File: src/rtl/spi_rx_pkg.sv
package spi_rx_pkg;
  // Strobes from the control path to the datapath, one system clock wide.
  typedef struct packed {
    logic shiftEn;      // take shiftBit into the shift register
    logic shiftBit;     // synchronized serial data bit
    logic byteDone;     // this shift completes a byte
    logic dropPartial;  // select released with a partial byte pending
  } rxStrobe_t;
endpackage

File: src/rtl/spi_rx_ctrl.sv
module spi_rx_ctrl
  import spi_rx_pkg::*;
#(
  parameter int DATA_W      = 8,
  parameter int SYNC_STAGES = 2
) (
  input  logic       clk,
  input  logic       rstN,
  input  logic       sclk,
  input  logic       mosi,
  input  logic       ssN,
  output rxStrobe_t  strobe
);
  localparam int CNT_W = (DATA_W > 1) ? $clog2(DATA_W) : 1;
  localparam logic [CNT_W-1:0] LAST_BIT = CNT_W'(DATA_W - 1);

  logic [SYNC_STAGES-1:0] sclkPipe;
  logic [SYNC_STAGES-1:0] mosiPipe;
  logic [SYNC_STAGES-1:0] ssPipe;
  logic                   sclkPrev;
  logic [CNT_W-1:0]       bitCnt;

  logic sclkS, mosiS, ssS, sclkRise, selected;

  // The three pins go through equal-length chains so that they stay aligned.
  always_ff @(posedge clk or negedge rstN) begin
    if (!rstN) begin
      sclkPipe <= '0;
      mosiPipe <= '0;
      ssPipe   <= '1;
      sclkPrev <= 1'b0;
    end else begin
      sclkPipe <= {sclkPipe[SYNC_STAGES-2:0], sclk};
      mosiPipe <= {mosiPipe[SYNC_STAGES-2:0], mosi};
      ssPipe   <= {ssPipe[SYNC_STAGES-2:0], ssN};
      sclkPrev <= sclkPipe[SYNC_STAGES-1];
    end
  end

  assign sclkS    = sclkPipe[SYNC_STAGES-1];
  assign mosiS    = mosiPipe[SYNC_STAGES-1];
  assign ssS      = ssPipe[SYNC_STAGES-1];
  assign sclkRise = sclkS & ~sclkPrev;
  assign selected = ~ssS;

  always_comb begin
    strobe.shiftEn     = selected & sclkRise;
    strobe.shiftBit    = mosiS;
    strobe.byteDone    = selected & sclkRise & (bitCnt == LAST_BIT);
    strobe.dropPartial = ~selected & (bitCnt != '0);
  end

  always_ff @(posedge clk or negedge rstN) begin
    if (!rstN) begin
      bitCnt <= '0;
    end else if (!selected) begin
      bitCnt <= '0;
    end else if (sclkRise) begin
      bitCnt <= (bitCnt == LAST_BIT) ? '0 : bitCnt + 1'b1;
    end
  end

  // once deselection is seen, the next byte starts from its first bit
  p_partial_cleared_r6: assert property (@(posedge clk) disable iff (!rstN)
    ssS |=> (bitCnt == '0));

  // no shift strobe while deselected
  p_idle_no_shift_r7: assert property (@(posedge clk) disable iff (!rstN)
    ssS |-> !strobe.shiftEn);
endmodule

File: src/rtl/spi_rx_datapath.sv
module spi_rx_datapath
  import spi_rx_pkg::*;
#(
  parameter int DATA_W = 8,
  parameter int DEPTH  = 4
) (
  input  logic              clk,
  input  logic              rstN,
  input  rxStrobe_t         strobe,
  output logic [DATA_W-1:0] outData,
  output logic              outValid,
  input  logic              outReady,
  output logic              hostWait,
  output logic              overrun
);
  localparam int PTR_W = (DEPTH > 1) ? $clog2(DEPTH) : 1;
  localparam int CNT_W = $clog2(DEPTH + 1);
  localparam logic [CNT_W-1:0] FULL_CNT = CNT_W'(DEPTH);
  localparam logic [CNT_W-1:0] WAIT_CNT = CNT_W'(DEPTH - 1);
  localparam logic [PTR_W-1:0] LAST_PTR = PTR_W'(DEPTH - 1);

  logic [DATA_W-1:0] shReg;
  logic [DATA_W-1:0] fifoMem [DEPTH];
  logic [PTR_W-1:0]  wrPtr, rdPtr;
  logic [CNT_W-1:0]  count;
  logic [DATA_W-1:0] newByte;
  logic              push, pop, full;

  assign newByte = {shReg[DATA_W-2:0], strobe.shiftBit};
  assign full    = (count == FULL_CNT);
  assign push    = strobe.byteDone & ~full;
  assign pop     = outValid & outReady;

  // Shift register, MSB first
  always_ff @(posedge clk or negedge rstN) begin
    if (!rstN) begin
      shReg <= '0;
    end else if (strobe.dropPartial) begin
      shReg <= '0;
    end else if (strobe.shiftEn) begin
      shReg <= newByte;
    end
  end

  // FIFO storage, not reset
  always_ff @(posedge clk) begin
    if (push) fifoMem[wrPtr] <= newByte;
  end

  always_ff @(posedge clk or negedge rstN) begin
    if (!rstN) begin
      wrPtr <= '0;
      rdPtr <= '0;
      count <= '0;
    end else begin
      if (push) wrPtr <= (wrPtr == LAST_PTR) ? '0 : wrPtr + 1'b1;
      if (pop)  rdPtr <= (rdPtr == LAST_PTR) ? '0 : rdPtr + 1'b1;
      case ({push, pop})
        2'b10:   count <= count + 1'b1;
        2'b01:   count <= count - 1'b1;
        default: count <= count;
      endcase
    end
  end

  always_ff @(posedge clk or negedge rstN) begin
    if (!rstN)                           overrun <= 1'b0;
    else if (strobe.byteDone && full)    overrun <= 1'b1;
  end

  assign outData  = fifoMem[rdPtr];
  assign outValid = (count != '0);
  assign hostWait = ~rstN | (count >= WAIT_CNT);

  // occupancy never exceeds the depth
  p_count_bound_r5: assert property (@(posedge clk) disable iff (!rstN)
    count <= FULL_CNT);

  // a byte arriving at a full FIFO raises the flag
  p_overrun_set_r5: assert property (@(posedge clk) disable iff (!rstN)
    (strobe.byteDone && full) |=> overrun);

  // the flag never falls outside reset
  p_overrun_sticky_r8: assert property (@(posedge clk) disable iff (!rstN)
    overrun |=> overrun);

  // stalled head byte stays put
  p_head_hold_r3: assert property (@(posedge clk) disable iff (!rstN)
    (outValid && !outReady) |=> (outValid && $stable(outData)));

  // a full FIFO was announced by the wait line one cycle earlier
  p_wait_before_full_r4: assert property (@(posedge clk) disable iff (!rstN)
    (full && !$past(full)) |-> $past(hostWait));
endmodule

File: src/rtl/spi_rx_hostwait.sv
module spi_rx_hostwait
  import spi_rx_pkg::*;
#(
  parameter int DATA_W      = 8,
  parameter int DEPTH       = 4,
  parameter int SYNC_STAGES = 2
) (
  input  logic              clk,
  input  logic              rstN,
  input  logic              sclk,
  input  logic              mosi,
  input  logic              ssN,
  output logic              hostWait,
  output logic [DATA_W-1:0] outData,
  output logic              outValid,
  input  logic              outReady,
  output logic              overrun
);
  rxStrobe_t strobe;

  spi_rx_ctrl #(
    .DATA_W      (DATA_W),
    .SYNC_STAGES (SYNC_STAGES)
  ) ctrl_i (
    .clk    (clk),
    .rstN   (rstN),
    .sclk   (sclk),
    .mosi   (mosi),
    .ssN    (ssN),
    .strobe (strobe)
  );

  spi_rx_datapath #(
    .DATA_W (DATA_W),
    .DEPTH  (DEPTH)
  ) dp_i (
    .clk      (clk),
    .rstN     (rstN),
    .strobe   (strobe),
    .outData  (outData),
    .outValid (outValid),
    .outReady (outReady),
    .hostWait (hostWait),
    .overrun  (overrun)
  );

  // the master is held off throughout reset
  always_comb begin
    if (!rstN) p_wait_in_reset_r1: assert (hostWait);
  end
endmodule

File: config.mk
export PLATFORM = sky130hd
export DESIGN_NAME = spi_rx_hostwait
export DESIGN_NICKNAME = d
export VERILOG_FILES = /design/src/rtl/spi_rx_pkg.sv /design/src/rtl/spi_rx_ctrl.sv /design/src/rtl/spi_rx_datapath.sv /design/src/rtl/spi_rx_hostwait.sv
export SDC_FILE = /design/constraint.sdc
export NUM_CORES = 1
export LEC_CHECK = 0
export ABC_CLOCK_PERIOD_IN_PS = 3650
export BUFFER_PORTS_ARGS = -buffer_cell sky130_fd_sc_hd__buf_2
export CAP_MARGIN = 10
export CORE_ASPECT_RATIO = 1.5
export CORE_MARGIN = 1
export CORE_UTILIZATION = 61
export CTS_CLUSTER_SIZE = 14
export DETAILED_ROUTE_END_ITERATION = 10
export GPL_ROUTABILITY_DRIVEN = 0
export PLACE_DENSITY = 0.81
export RECOVER_POWER = 50
export SLEW_MARGIN = 25
export SYNTH_ARGS = -nofsm -noshare
export SYNTH_HDL_FRONTEND = slang
export SYNTH_HIERARCHICAL = 1
export SYNTH_SLANG_ARGS = --single-unit
export TNS_END_PERCENT = 20
File: constraint.sdc
create_clock -name clk -period 3.65 [get_ports clk]
set_clock_uncertainty 0.2 [all_clocks]
set_input_delay 0.1825 -clock clk [delete_from_list [all_inputs] [get_ports clk]]
set_output_delay 0.1825 -clock clk [all_outputs]
set_load 0.02 [all_outputs]
After elaboration in Yosys (flattened, before gate mapping)
Memories as Yosys holds them, arrays and structs flattened.
Cells that the tools add are included.
{ "op_classes": {"addsub": 5, "order_cmp": 1, "eq_ne": 6, "n_mux": 10, "bitwise_logic": 11, "reduce_logical": 6} }
{ "ops": {"columns": ["op", "count"], "rows": [
  ["two-way mux 7 bit", 2],
  ["two-way mux 3 bit", 3],
  ["adder 3 x 1 -> 3 bit (second input constant)", 2],
  ["bitwise AND 1 bit", 6],
  ["equality test 2 bit (second input constant)", 3],
  ["equality test 3 bit (second input constant)", 2],
  ["one-hot mux 3 bit (2 select lines)", 1],
  ["nonzero test 2 bit", 3],
  ["nonzero test 3 bit", 2],
  ["adder 2 x 1 -> 2 bit (second input constant)", 2],
  ["two-way mux 2 bit", 2],
  ["NOT 1 bit", 4],
  [">= comparator 3 x 2 -> 1 bit (second input constant)", 1],
  ["subtractor 3 x 1 -> 3 bit (second input constant)", 1],
  ["equality test 2 x 1 -> 1 bit (second input constant)", 1],
  ["two-way mux 1 bit", 2],
  ["logical AND 1 bit", 1],
  ["OR 1 bit", 1]
]} }
{ "totals": {"regBits": 25, "ram_bits": 32, "input_bits": 6, "out_inout_bits": 11, "elab_cells": 50, "n_memories": 1} }
{ "mem_list": {"columns": ["memory", "words", "width", "read_ports", "rd_ports_with_merged_regs", "write_ports", "line_no", "rtl"], "rows": [
  ["dp_i.fifoMem", 4, 8, 1, 0, 1, "spi_rx_datapath.sv:23", "logic [DATA_W-1:0] fifoMem [DEPTH];"]
]} }

Longest topological paths before layout
{ "logic_depth": {"ltp_word": 7, "depth_mapped": 11, "depth_no_buf": 11} }

By module
Netlist, hierarchy kept.
{ "modules_own_cells": {"columns": ["module", "instances", "cells_per_inst", "area_each_um2"], "rows": [
  ["spi_rx_datapath", 1, 108, 1930.6],
  ["spi_rx_ctrl", 1, 30, 387.9]
]} }

Worst setup path after synthesis
No wires, ideal clock.
{ "synth_path": {"kind": "reg2reg", "start": "reg ctrl_i.bitCnt[0]", "end": "reg dp_i.count[2]", "setup_ps": 80, "arrival_ps": 2083, "t_required_ps": 3370, "slack_ps": 1287, "stages_incl_launch_ff": 12, "path_buffers": 0, "path_cell_list": "dfrtp_1 ha_1 ha_1 nor3b_1 a21boi_2 inv_1 ha_1 inv_1 fa_1 xor2_1 nor2_1 xnor2_1"} }
{ "synth_rtl": {"columns": ["item", "line_no", "rtl"], "rows": [
  ["start: declaration", "spi_rx_ctrl.sv:21", "logic [CNT_W-1:0] bitCnt;"],
  ["start signal: assignment", "spi_rx_ctrl.sv:59", "bitCnt <= (bitCnt == LAST_BIT) ? '0 : bitCnt + 1'b1;"],
  ["end signal: assignment", "spi_rx_datapath.sv:59", "2'b10: count <= count + 1'b1;"],
  ["end signal: assignment", "spi_rx_datapath.sv:60", "2'b01: count <= count - 1'b1;"],
  ["end signal: assignment", "spi_rx_datapath.sv:61", "default: count <= count;"],
  ["end: declaration", "spi_rx_datapath.sv:25", "logic [CNT_W-1:0] count;"]
]} }

==> qor.csv <==
stage;metric;value;unit
run_status;outcome;complete, no violations;
final_layout;design_area;2630;um^2
global_route;grt_max_degree;27;
power;p_switching;483;uW
power;leakage;0.00109;uW
hold_path;hold_depth;3;
global_route;grt.overflow.total;0;
critical_path;slowest_stage;dfrtp_1;
route;vias;1159;
yosys;synth_commonest_cells;edfxtp_1 (32), dfrtp_1 (23), nor2_1 (15), inv_1 (11), mux2i_1 (10);
die;fp-row-count;27;
power;power_density;635;nW/um^2
clock_tree;hold_buffers;4;
critical_path;required;3660;ps
yosys;synthFlopType;edfxtp_1;
final_layout;finish.utilization;72.1;%
critical_path;path_common_cell;ha_1;
timing;max_slew.worst_pin.slew;1320;ps
global_route;grt_util_all_layers;20.6;%
timing;clock.fmax;388;MHz
timing;rsz0062_at_grt;false;
clock_tree;post_cts_buffers;0;
critical_path;cp_cell_sequence;ha_1, ha_1, nor3b_1, a21boi_2, inv_1, ha_1, inv_1, fa_1, xor2_1, nor2_1, xnor2_1;
route;drc;0;
yosys;synth_top_area_share;41.4;%
route;wl_per_cell;16.0;um
route;dr.first_iter.drc_count;15;
route;postRouteAntennaNets;0;
timing;min_period;2580;ps
clock_tree;htree_levels;3;
hold_path;hold_class;in2reg;
final_layout;regArea;1590;um^2
yosys;syn_area;2320;um^2
timing;drv_slew;0;
die;pin_count;17;
final_layout;drive_gt1_share;27.2;%
power;switching_share;28.9;%
place;dp_hpwl;2400;um
yosys;synthArstFlopShare;43.9;%
critical_path;cp_num_cells;11;
final_layout;multi_input_area;662;um^2
place;post_dp_cell_area;2430;um^2
run;max_cap_viol_count;0;
final_layout;diodes;0;
timing;finalHoldViolCount;0;
critical_path;ff2ff_path_depth;11;
yosys;netlist.top_cell.by_area;edfxtp_1;
timing;fin_hold_ws;22.0;ps
timing;timing.setup.tns;0;ps
critical_path;worstSetupPathType;reg2reg;
yosys;ys_ff_latch;57;
critical_path;slowest_delay;380;ps
critical_path;end_kind;flop;
yosys;yosys_warnings;6;
yosys;seq_area_frac_synth;68.5;%
critical_path;cp-start-kind;flop;
yosys;synth_edf_count;32;
clock_tree;clock_sinks;57;
final_layout;syn2layout_area_growth;13.4;%
clock_tree;cts_buffer_depth;2;
die;core;3650;um^2
clock_tree;cts.clk_slew.worst_paths;60;ps
global_route;antenna_found_initial;0;
yosys;yosys-top-cells-area;edfxtp_1 (41%), dfrtp_1 (25%), mux4_2 (7.8%);
critical_path;arrival;2590;ps
global_route;grt_pass1_vias;1251;
critical_path;path_buf_inv;2;
global_route;grt_pass1_wl;5690;um
final_layout;nets;180;
yosys;synthCells;138;
route;vias_per_cell;5.47;
power;internal_power;1190;uW
die;fp.dieH;77.5;um
yosys;syn_avg_cell_area;16.8;um^2
timing;max_slew_margin;12.1;%
critical_path;crit_fanout;7;
power;comb_power_share;22.4;%
yosys;yosysUniqueCellTypes;29;
die;die_area;4060;um^2
clock_tree;clk_latency;320;ps
clock_tree;cts_made_buffers;9;
route;drt_pre_antenna_iters;4;
critical_path;cp_top_family;adder cells;
clock_tree;tritoncts;built;
power;power;1670;uW
clock_tree;cts_root_buf;clkbuf_8;
die;die_x;52.3;um
timing;setup_viol;0;
power;pwr-share-clk;28.4;%
yosys;yosysMostFrequentCell;edfxtp_1;
die;initial_core_util;63.5;%
timing;fin_crit_sh;70.6;%
yosys;synth_fp_nets;154;
final_layout;num-fill-cells;243;
route;drt-total-wl;3400;um
power;p_seq_share;49.2;%
power;ir_worst_vdd;0.555;mV
place;io_buffers;16;
clock_tree;cts_resized;0;
-- logic make-up (layout without fill, tap and decap cells) --
group                      Yosys count  count (layout)  synth area share [%]
buffers and inverters               16              47                  2.91
xor gates and xnor gates             3               3                  1.13
AOI/OAI and AO/OA                    5               5                  1.73
DFF                                 57              57                  68.5
adders and majority gates           10              10                  5.72
and+or+nand+nor                     25              25                  5.61
muxes                               22              22                  14.4
-- power by group through the flow --
stage | logic (uW) | clock network, uW | registers (uW)
floorplan | 338 | 0 | 773
global placement | 362 | 0 | 829
detailed placement | 375 | 0 | 836
CTS | 381 | 488 | 824
global route | 410 | 510 | 832
finish | 374 | 473 | 821
-- flip-flops by register name, summed over array words and instances (netlist names) --
register         flops
ctrl_i/sclkPipe      2
ctrl_i/ssPipe        2
ctrl_i/mosiPipe      2
ctrl_i/bitCnt        3
dp_i/count           3
ctrl_i/sclkPrev      1
dp_i/wrPtr           2
dp_i/rdPtr           2
dp_i/fifoMem        32
dp_i/overrun         1
dp_i/shReg           7
-- path summary, 6_finish.rpt --
kind                                    start                  to  slack (ps)
min in group asynchronous                rstN       dp_i/count[0]         480
min                                  outReady       dp_i/rdPtr[1]          20
max                          ctrl_i/bitCnt[0]       dp_i/count[2]        1070
min reg2reg                ctrl_i/sclkPipe[0]  ctrl_i/sclkPipe[1]         150
max in group asynchronous                rstN  ctrl_i/mosiPipe[1]        1990
max reg2reg                  ctrl_i/bitCnt[0]       dp_i/count[2]        1070
-- tightest hold or removal path, stage by stage --
cell     delay [ps]
buf_2           110
nand2_4          70
mux2_4          140
-- cell type report --
cell class	count	share of cell area, %
flip-flops and latches	57	60.4
multi-input cells	65	25.2
clock buffers	12	5.52
repair buffers	20	4.52
well taps	43	2.05
inverters	11	1.57
clock inverters	4	0.714
-- layout by cell type (no fill, tap or decap), types with 2 or more instances in the layout --
cell           instances
nor2_1                15
and2_1                 4
mux4_2                 8
clkinv_2               3
dlygate4sd3_1          4
inv_1                 11
mux2_2                 2
dfstp_2                2
buf_2                 15
ha_1                   9
dfrtp_1               23
clkbuf_8              10
mux2_4                 2
edfxtp_1              32
xnor2_1                2
mux2i_1               10
clkbuf_1               3
-- routing by layer --
metal  track usage, %  share of wire, %  up-vias
met5                0                 0        -
met4             12.6               2.6        0
met3             6.27               3.4        8
met2             34.6                55       27
met1             21.7                39      578
li1                 -                 -      546
-- metrics by stage --
step | worst slack, ps | std cells
2_1_floorplan | 1290 | 138
3_3_place_gp | 1210 | 192
3_5_place_dp | 1090 | 192
4_1_cts | 1080 | 212
5_1_grt | 859 | 212
6_report | 1070 | 212
(Power assumes the default switching activity.)
